## src/rtl/ptag_pkg.sv

```systemverilog
// Package: default geometry shared by the partial-tag way filter and its bench.
// Assumes nothing beyond being compiled first.
package ptag_pkg;
    localparam int DEF_WAYS   = 4;
    localparam int DEF_SETS   = 64;
    localparam int DEF_TAG_W  = 20;
    localparam int DEF_PTAG_W = 4;
endpackage

```

## src/rtl/ptag_way_bank.sv

```systemverilog
// Module: storage of tag slices and valid bits for one way across all sets.
// Assumes one write and one asynchronous read per cycle. A read of the entry
// being written returns the old contents. Reset clears only the valid bits.
module ptag_way_bank #(
    parameter int SETS   = ptag_pkg::DEF_SETS,
    parameter int PTAG_W = ptag_pkg::DEF_PTAG_W,
    localparam int IDX_W = $clog2(SETS)
) (
    input  logic              clk,
    input  logic              rst_n,
    input  logic              wr_en,
    input  logic [IDX_W-1:0]  wr_idx,
    input  logic [PTAG_W-1:0] wr_slice,
    input  logic [IDX_W-1:0]  rd_idx,
    output logic              rd_valid,
    output logic [PTAG_W-1:0] rd_slice
);
    logic [SETS-1:0]   valid_q;
    logic [PTAG_W-1:0] slice_q [SETS];

    // Purpose: clear valid bits on reset, set the written entry on a fill.
    always_ff @(posedge clk) begin
        if (!rst_n) begin
            valid_q <= '0;
        end else if (wr_en) begin
            valid_q[wr_idx] <= 1'b1;
        end
    end

    // Purpose: store the written slice; contents behind a clear valid bit are don't-care.
    always_ff @(posedge clk) begin
        if (rst_n && wr_en) begin
            slice_q[wr_idx] <= wr_slice;
        end
    end

    // Purpose: read the addressed entry in the same cycle.
    always_comb begin
        rd_valid = valid_q[rd_idx];
        rd_slice = slice_q[rd_idx];
    end
endmodule

```

## src/rtl/ptag_way_match.sv

```systemverilog
// Module: decides whether one way may take part in the full tag compare.
// Assumes the stored entry has already been read for the lookup set.
module ptag_way_match #(
    parameter int PTAG_W = ptag_pkg::DEF_PTAG_W
) (
    input  logic              req,
    input  logic              entry_valid,
    input  logic [PTAG_W-1:0] entry_slice,
    input  logic [PTAG_W-1:0] req_slice,
    output logic              enable
);
    // Purpose: enable the way only on a valid entry whose slice equals the request.
    always_comb begin
        enable = req && entry_valid && (entry_slice == req_slice);
    end
endmodule

```

## src/rtl/ptag_halt_filter.sv

```systemverilog
// Module: partial-tag way filter. Holds low tag bits per set and way and,
// in the lookup cycle, gives per-way enables and an early-miss flag.
// Assumes fill_way is in range and that at most one fill arrives per cycle.
module ptag_halt_filter #(
    parameter int WAYS   = ptag_pkg::DEF_WAYS,
    parameter int SETS   = ptag_pkg::DEF_SETS,
    parameter int TAG_W  = ptag_pkg::DEF_TAG_W,
    parameter int PTAG_W = ptag_pkg::DEF_PTAG_W,
    localparam int IDX_W = $clog2(SETS),
    localparam int WAY_W = (WAYS > 1) ? $clog2(WAYS) : 1
) (
    input  logic             clk,
    input  logic             rst_n,
    input  logic             lookup_valid,
    input  logic [IDX_W-1:0] lookup_index,
    input  logic [TAG_W-1:0] lookup_tag,
    input  logic             fill_valid,
    input  logic [IDX_W-1:0] fill_index,
    input  logic [WAY_W-1:0] fill_way,
    input  logic [TAG_W-1:0] fill_tag,
    output logic [WAYS-1:0]  way_enable,
    output logic             early_miss
);
    logic [PTAG_W-1:0] req_slice;
    logic [PTAG_W-1:0] new_slice;
    logic              unused_upper;

    // Purpose: take the low tag bits that the filter keeps.
    always_comb begin
        req_slice    = lookup_tag[PTAG_W-1:0];
        new_slice    = fill_tag[PTAG_W-1:0];
        unused_upper = ^{lookup_tag[TAG_W-1:PTAG_W], fill_tag[TAG_W-1:PTAG_W]};
    end

    for (genvar w = 0; w < WAYS; w++) begin : g_way
        logic              wr_hit;
        logic              ent_valid;
        logic [PTAG_W-1:0] ent_slice;

        // Purpose: route the fill to this way only.
        always_comb begin
            wr_hit = fill_valid && (fill_way == WAY_W'(w));
        end

        ptag_way_bank #(.SETS(SETS), .PTAG_W(PTAG_W)) u_bank (
            .clk      (clk),
            .rst_n    (rst_n),
            .wr_en    (wr_hit),
            .wr_idx   (fill_index),
            .wr_slice (new_slice),
            .rd_idx   (lookup_index),
            .rd_valid (ent_valid),
            .rd_slice (ent_slice)
        );

        ptag_way_match #(.PTAG_W(PTAG_W)) u_match (
            .req         (lookup_valid),
            .entry_valid (ent_valid),
            .entry_slice (ent_slice),
            .req_slice   (req_slice),
            .enable      (way_enable[w])
        );
    end

    // Purpose: flag a certain miss as soon as no way survives.
    always_comb begin
        early_miss = lookup_valid && (way_enable == '0);
    end
endmodule

```

## config.mk

```make
export PLATFORM = sky130hd
export DESIGN_NAME = ptag_halt_filter
export DESIGN_NICKNAME = d
export VERILOG_FILES = /design/src/rtl/ptag_pkg.sv /design/src/rtl/ptag_way_bank.sv /design/src/rtl/ptag_way_match.sv /design/src/rtl/ptag_halt_filter.sv
export SDC_FILE = /design/constraint.sdc
export NUM_CORES = 1
export LEC_CHECK = 0
export BUFFER_PORTS_ARGS = -buffer_cell sky130_fd_sc_hd__buf_2
export CORE_ASPECT_RATIO = 1.4
export CORE_UTILIZATION = 55
export CTS_BUF_LIST = sky130_fd_sc_hd__clkbuf_8
export DETAILED_ROUTE_END_ITERATION = 16
export HOLD_SLACK_MARGIN = 0.03
export MAX_ROUTING_LAYER = met4
export PLACE_DENSITY = 0.71
export SKIP_CTS_REPAIR_TIMING = 1
export SLEW_MARGIN = 5
export SYNTH_ARGS = -nofsm -noshare
export SYNTH_HDL_FRONTEND = slang
export SYNTH_SLANG_ARGS = --single-unit
```

## constraint.sdc

```tcl
create_clock -name clk -period 4.2 [get_ports clk]
set_clock_uncertainty 0.15 [all_clocks]
set_input_delay 0.21 -clock clk [delete_from_list [all_inputs] [get_ports clk]]
set_output_delay 0.21 -clock clk [all_outputs]
set_load 0.02 [all_outputs]
```

# Yosys cells after proc, flatten, opt, wreduce, memory -nomap -nowiden
# Memories as Yosys holds them, arrays and structs flattened.
# Cells that the tools add are included.
# word_totals
ff_bits	256
wordCells	60
output_inout_bits	5
mem_count	4
mem_bits_rw	1024
# op_classes
bitwise	4
n_eq_ne	7
order_cmp	3
muxes	18
n_reduce_logical	20
# mem_list
memory	depth	width	read_ports	rd_clocked_by_memory_dff	write_ports	line	source
g_way[0].u_bank.slice_q	64	4	1	0	1	ptag_way_bank.sv:19	logic [PTAG_W-1:0] slice_q [SETS];
g_way[1].u_bank.slice_q	64	4	1	0	1	ptag_way_bank.sv:19	
g_way[2].u_bank.slice_q	64	4	1	0	1	ptag_way_bank.sv:19	
g_way[3].u_bank.slice_q	64	4	1	0	1	ptag_way_bank.sv:19	
# op_table
cell	n
OR 64 bit	4
binary-select mux 1 bit (select 6 bit)	4
logical AND 1 bit	18
equality test 4 bit	4
< comparator 6 x 7 -> 1 bit, second input constant	2
two-way mux 1 bit	13
demux 1 bit (select 6 bit)	1
>= comparator 6 x 1 -> 1 bit, second input constant	1
equality test 2 bit, second input constant	2
zero test 4 bit	1
equality test 2 x 1 -> 1 bit, second input constant	1
zero test 2 bit	1

# Depth between registers and ports, before layout
# Gate-level depths: netlist of run 1.
# logic_depth
depth_word	6
depth_mapped	14
mapped_depth_nobuf	8

# Modules after synthesis
# A second synthesis of run 1 with hierarchy kept.
# unflattened
hier_cells	2883
hier_area_um2	50767.4
# by_module_without_submodules
module	cells_each	n_inst	area_per_inst_um2
ptag_way_bank (g_way[1].u_bank ...)	711	3	12622.1
ptag_way_bank (g_way[0].u_bank)	711	1	12623.4
ptag_way_match	8	4	58.8
ptag_halt_filter	7	1	42.5

# Worst setup path after synthesis of run 1
# Ideal clock, no wire load.
# synth_timing
kind	in2out
startpoint	input lookup_index[1]
endpoint	output early_miss
t_required_ps	3840
n_path_buf	5
arrival_time_ps	2826
path_stages	12
setup_slack_ps	1014
cell_sequence	buf_2 > buf_4 > buf_4 > buf_4 > buf_2 > mux4_2 > o21ai_0 > a21oi_1 > o32ai_1 > xnor2_1 > nor4_1 > nor4_1
# synth_via
elab_chain_len	6
word_cells_on_any_way	26
cone_classes	eq/ne (4); mux (8); reduce/logical (10); memory (4)
# synth_lines
element	line	source
start: declaration	ptag_halt_filter.sv:15	input logic [IDX_W-1:0] lookup_index,
parallel branches: the longest is 3 deep, another holds memory (64 x 4 bit)	n/a	
logical AND 1 bit *	ptag_way_match.sv:14	enable = req && entry_valid && (entry_slice == req_slice);
via g_way[0].u_match.enable	ptag_way_match.sv:10	output logic enable
zero test 4 bit *	ptag_halt_filter.sv:67	early_miss = lookup_valid && (way_enable == '0);
logical AND 1 bit *	ptag_halt_filter.sv:67	
end: declaration	ptag_halt_filter.sv:22	output logic early_miss
# Mark *: on every way through the listed nets, which the timed path passes. The select of a mux whose other input is x is not followed.

# Worst setup path after layout of run 1
# layout_timing
startpoint	input lookup_index[0]
endpoint	output early_miss
# layout_via
elab_chain_len	6
word_cells_on_any_way	26
cone_classes	eq/ne (4); mux (8); reduce/logical (10); memory (4)
# layout_lines
element	line
parallel branches: the longest is 4 deep, another holds memory (64 x 4 bit)	n/a
zero test 4 bit *	ptag_halt_filter.sv:67
logical AND 1 bit *	ptag_halt_filter.sv:67
# Mark *: on every way between the ends. The select of a mux whose other input is x is not followed.

==> results of run 1 <==
sequential cells by signal (all words and copies together) (netlist names):
| signal | flops |
|---|---|
| g_way.u_bank.slice_q | 1024 |
| g_way.u_bank.valid_q | 256 |
worst max-delay path by stage:
stage | startpoint | end | cells past startpoint
detailed placement | lookup_index[0] | early_miss | 13
CTS | g_way[3].u_bank.slice_q[27][3] | early_miss | 11
global route | g_way[1].u_bank.slice_q[32][0] | early_miss | 10
finish | lookup_index[0] | early_miss | 11
floorplan | lookup_index[1] | early_miss | 12
global placement | lookup_index[0] | early_miss | 13
logic make-up after synthesis:
kind of cell | after synthesis
AO/OA/AOI/OAI | 446
XOR/XNOR | 12
buffers and inverters | 193
flip-flops | 1280
multiplexers | 386
AND/OR/NAND/NOR | 531
cells in the final DEF, fill, tap and decap left out, drive strengths merged, types with 7 or more instances in the layout:
cell type	count
buf	177
nand2b	8
a21oi	24
a221oi	14
dfxtp	256
o21ai	19
mux4	299
inv	85
o22ai	27
edfxtp	1024
mux2i	86
a21o	257
a22o	7
or3	8
nor4	8
nand3	23
and2	7
nor2	283
clkinv	35
clkbuf	225
a31oi	12
nand4	11
nand2	119
nor3	11
nor2b	13
a22oi	49
power by group through the flow:
stage | clock network (mW) | registers [mW] | logic (mW)
final | 9.74 | 13.7 | 1.44
after global routing | 10.3 | 13.7 | 1.48
after CTS | 9.80 | 13.7 | 1.38
after detailed placement | 0 | 14.0 | 1.38
after global placement | 0 | 14.0 | 1.35
after floorplan | 0 | 14.0 | 0.733
metrics by stage:
stage	std cells	setup slack [ns]	utilization (%)	instance area (sq um)	TNS, ns
6_report	4381	0.117	62.4	56200	0
5_1_grt	4378	0.0458	62.4	56200	0
4_1_cts	4370	-0.578	62.2	56000	-0.677
3_5_place_dp	4027	-0.0593	58.1	52300	-0.0593
3_3_place_gp	4027	-0.0709	58.1	52300	-0.0709
2_1_floorplan	2848	1.01	-	50200	0
final cells by class:
type / count / area, sq um
sequential: 1280 / 35900
clock buffer: 224 / 3080
tap: 1188 / 1490
timing repair buffer: 183 / 1660
fill: 6355 / 33900
inverter: 6 / 22.5
antenna: 6 / 15.0
multi-input combinational: 1375 / 13500
clock inverter: 119 / 602
layer usage:
layer / vias up / part of all wire [%] / GRT usage, %
met2: 1813 / 49 / 48.7
met1: 14700 / 34 / 37.4
li1: 11700 / - / -
met3: 457 / 9.5 / 6.85
met5: - / 0 / -
met4: 0 / 7.6 / 20.3
==> out/qor.csv, run 1 <==
stage,metric,value,unit
critical_path,cp-start-kind,primary input,
placement,io_buffers,30,
floorplan,initial_utilization,55.7,%
clocking,ctsHtreeMaxLevel,4,
floorplan,io_pins,63,
power_and_ir_drop,clkPwrFrac,39.2,%
hold_path,holdPathStages,2,
sta,setup_viol_count_final,0,
synth,synth_xor_area_share,0.209,%
hold_path,hold_class,in2reg,
hold_path,worstHoldStart,fill_tag[1],
placement,dp_hpwl,94.5,mm
clocking,clk_pin_slew,0.06,ns
outcome,status,finished clean,
clocking,cts_buffers,181,
power_and_ir_drop,seq_power_share,55.1,%
clocking,cts_sinks,1280,
route,wl_per_cell,31.9,um
sta,hold_viol,0,
sta,hold_ws,0.120,ns
route,vias_per_cell,6.54,
sta,rsz0062_at_grt,no,
critical_path,r2r_cells,1,
synth,netlist_area,0.0502,sq mm
sta,fmax,0.245,GHz
clocking,root_buffer,clkbuf_8,
synth,netlist.area_leader.share,61.3,%
synth,synthAdderAreaFrac,0,%
route,drc,0,
sta,fin_crit_sh,97.2,%
sta,maxSlewViolCount,0,
placement,place_congestion,0.985,
synth,synth-seq-cells,1280,
synth,yosys_warnings,0,
floorplan,coreArea,0.0901,sq mm
critical_path,critical-path-slowest-cell,nor2_1,
synth,ys.flop_type,edfxtp_1,
synth,synth_cell_type_count,63,
critical_path,crit_arrival,3.72,ns
power_and_ir_drop,internal_power,19.2,mW
power_and_ir_drop,ir_drop,329,uV
critical_path,cp-end-kind,output port,
power_and_ir_drop,power_density,442,mW/mm^2
synth,ys_top_cells_by_count,"1024 x edfxtp_1, 299 x mux4_2, 283 x nor2_1",
global_route,grt_pass1_wl,200,mm
synth,synthSimpleGateAreaFrac,4.70,%
power_and_ir_drop,swShare,22.9,%
synth,ys_top_cells_by_area,"edfxtp_1 61%, mux4_2 13%, dfxtp_1 10%, a21o_1 3.8%, nor2_1 2.1%",
global_route,grt_max_degree,225,
layout,drive_gt1_share,24.3,%
synth,syn_area_per_cell,17.6,sq um
route,vias,28600,
critical_path,rrSetupSlack,3.45,ns
route,wl,140,mm
floorplan,die-area,0.0925,sq mm
synth,synth_seq_area_share,71.5,%
global_route,grt_pass1_vias,29000,
global_route,grt_antenna_before_repair,4,
clocking,clkLatencyLatePin,0.85,ns
critical_path,crit_chain,buf_8 > buf_12 > nor2_1 > a22oi_1 > o21a_1 > o21ai_0 > a31o_2 > xnor2_1 > o41ai_4 > nor4_4 > buf_4,
sta,max_slew_margin,12.6,%
route,first_iter_violations,3817,
synth,synth_compound_area_share,6.50,%
layout,final_nets,3085,
critical_path,required,3.84,ns
critical_path,critical_path_buf_inv_count,3,
sta,tightest_slew,1.31,ns
critical_path,crit_family,simple AND/OR/NAND/NOR gates,
floorplan,core.rowCount,130,
synth,post-synth-top-area-cell,edfxtp_1,
synth,synth_fp_nets,2906,
power_and_ir_drop,power.total,24.9,mW
critical_path,critPathMaxFanout,34,
critical_path,critPathKind,in2out,
synth,synth_edf_count,1024,
layout,syn_to_final_growth,12.1,%
job,cap_violations,0,
global_route,overflow,0,
global_route,grt_use_total,31.5,%
clocking,cts.path.max_buffers,3,
synth,synthArstFlopShare,0,%
synth,yosys.cell_count.top_type,edfxtp_1,
sta,period_minus_slack,4.08,ns
floorplan,die_y,359,um
synth,synth_cells,2848,
critical_path,r2r-start,g_way[2].u_bank.valid_q[9],
hold_path,min_to,g_way[2].u_bank.slice_q[24][1],
clocking,cts_tree,built,
route,detail-route-antenna-nets,0,
synth,synth.area.mux_share,15.2,%
power_and_ir_drop,power_switching,5.71,mW
synth,synth_top_family_by_area,multiplexers,
floorplan,die_x,257,um
critical_path,max_stage_delay,0.89,ns
power_and_ir_drop,combPwrFrac,5.8,%
route,drt_first_pass_iters,6,
power_and_ir_drop,power.leakage,20.7,nW
critical_path,rr_endpoint,g_way[2].u_bank.valid_q[9],
(Power assumes the default switching activity.)
==> run 2, diff against run 1 <==
Settings changed: PLACE_DENSITY 0.71 to default, PLACE_DENSITY_LB_ADDON from default to 0.08.
Clock period 4.2 ns to 3.3 ns, I/O delays scaled along.
==> out/qor.csv, run 2 (synthesis gave the netlist of run 1 again) <==
stage,metric,value,unit
sta,fmax,0.253,GHz
clocking,clkLatencyLatePin,0.87,ns
critical_path,max_stage_delay,0.57,ns
sta,fin_ws,-0.652,ns
critical_path,rrSetupSlack,2.55,ns
floorplan,coreArea,0.0901,sq mm
layout,final_area,0.0579,sq mm
layout,layout.cells.non_filler,4558,
layout,layout_commonest_cell,edfxtp_1,
global_route,grt_pass1_wl,209,mm
route,wl,147,mm
floorplan,core.rowCount,130,
placement,placed_area,0.0538,sq mm
critical_path,cp-end-kind,output port,
critical_path,cp-startpoint,g_way[1].u_bank.slice_q[47][3],
critical_path,crit_chain,mux4_2 > a22oi_2 > o21ai_1 > and4b_2 > nor3_2 > or3b_4 > o41ai_4 > nor4_4 > buf_4,
layout,final_core_util,64.3,%
floorplan,io_pins,63,
clocking,cts.path.max_buffers,3,
sta,period_minus_slack,3.95,ns
sta,rsz0062_at_grt,yes,
critical_path,crit_arrival,3.64,ns
route,wl_per_cell,32.2,um
critical_path,cp_num_cells,9,
placement,io_buffers,30,
power_and_ir_drop,power.leakage,21.6,nW
critical_path,cp-start-kind,flop,
clocking,cts_sinks,1280,
outcome,violations,setup timing,
clocking,ctsHtreeMaxLevel,4,
hold_path,hold_class,in2reg,
layout,mostFrequentLayoutCells,"1024 x edfxtp_1, 299 x mux4_2, 280 x nor2_1",
power_and_ir_drop,power.total,31.9,mW
route,vias_per_cell,6.40,
layout,syn_to_final_growth,15.4,%
route,first_iter_violations,3393,
sta,max_slew_margin,30.4,%
sta,fin_crit_sh,120,%
job,cap_violations,0,
global_route,grt_antenna_before_repair,9,
critical_path,rr_endpoint,g_way[2].u_bank.valid_q[32],
critical_path,critical_path_buf_inv_count,1,
layout,top_register,g_way.u_bank.slice_q,
clocking,root_buffer,clkbuf_8,
global_route,grt_use_total,33.2,%
layout,top_regs,"g_way.u_bank.slice_q x1024, g_way.u_bank.valid_q x256",
clocking,cts_tree,built,
critical_path,critPathKind,reg2out,
global_route,grt_max_degree,174,
layout,drive_gt1_share,28.6,%
sta,setup_viol_count_final,5,
sta,maxSlewViolCount,0,
floorplan,die_y,359,um
clocking,clk_pin_slew,0.07,ns
floorplan,die_x,257,um
route,drc,0,
outcome,status,"complete, but fails checks",
clocking,cts_buffers,186,
layout,largest_reg_flops,1024,
power_and_ir_drop,power_density,551,mW/mm^2
critical_path,r2r-start,g_way[2].u_bank.valid_q[32],
sta,hold_viol,0,
placement,pre_cts_ws,-0.709,ns
route,detail-route-antenna-nets,0,
route,drt_first_pass_iters,8,
critical_path,r2r_cells,1,
placement,dp_cells,4192,
critical_path,critPathMaxFanout,2,
power_and_ir_drop,ir_drop,439,uV
route,vias,29200,
layout,final_nets,3257,
sta,tightest_slew,1.04,ns
critical_path,required,2.98,ns
floorplan,initial_utilization,55.7,%
critical_path,crit_family,simple AND/OR/NAND/NOR gates,
critical_path,critical-path-slowest-cell,mux4_2,
floorplan,die-area,0.0925,sq mm
global_route,overflow,0,
global_route,grt_pass1_vias,29500,
critical_path,crit_end,early_miss,
placement,dp_hpwl,103,mm
placement,place_congestion,0.990,
[run 2: how the worst min path moves through the flow]
stage | endpoint | cells past startpoint | start | slack, ns
after floorplan | g_way[0].u_bank.slice_q[0][0] | 0 | fill_tag[0] | 0.11
after global placement | g_way[1].u_bank.valid_q[38] | 1 | g_way[1].u_bank.valid_q[38] | 0.28
after detailed placement | g_way[0].u_bank.valid_q[10] | 1 | g_way[0].u_bank.valid_q[10] | 0.28
after CTS | g_way[0].u_bank.slice_q[6][1] | 1 | fill_tag[1] | -0.39
after global routing | g_way[0].u_bank.slice_q[38][3] | 5 | fill_index[0] | 0.09
final | g_way[0].u_bank.slice_q[37][3] | 5 | fill_index[1] | 0.11
[run 2: final cells by class]
class | count | area (sq um)
Fill cell | 6422 | 32200
Clock buffer | 224 | 3080
Antenna cell | 9 | 22.5
Timing Repair Buffer | 350 | 3200
Multi-Input combinational cell | 1375 | 13600
Tap cell | 1188 | 1490
Inverter | 6 | 22.5
Sequential cell | 1280 | 35900
Clock inverter | 126 | 611
[run 2: metrics by stage]
stage	hold slack (ns)	TNS, ns
after floorplan	0.114	0
after global placement	0.277	-1.61
after detailed placement	0.283	-1.65
after CTS	-0.386	-4.47
after global routing	0.0947	-3.07
final	0.105	-2.43
[run 2: layer usage]
| layer | up-vias | wire length [um] | track usage [%] | part of all wire, % |
|---|---|---|---|---|
| met5 | - | 0 | - | 0 |
| met1 | 15100 | 53600 | 41.0 | 36 |
| met3 | 367 | 13000 | 7.01 | 8.8 |
| met4 | 0 | 8490 | 17.4 | 5.8 |
| met2 | 1610 | 71800 | 52.0 | 49 |
| li1 | 12100 | - | - | - |
[run 2: report_power, final]
part	internal [mW]	leakage (nW)	total, mW	switching (mW)
Clock	6.39	2.18	12.4	6.01
Combinational	0.813	8.20	2.09	1.28
Sequential	17.4	11.3	17.4	0.00713
Total	24.6	21.6	31.9	7.30
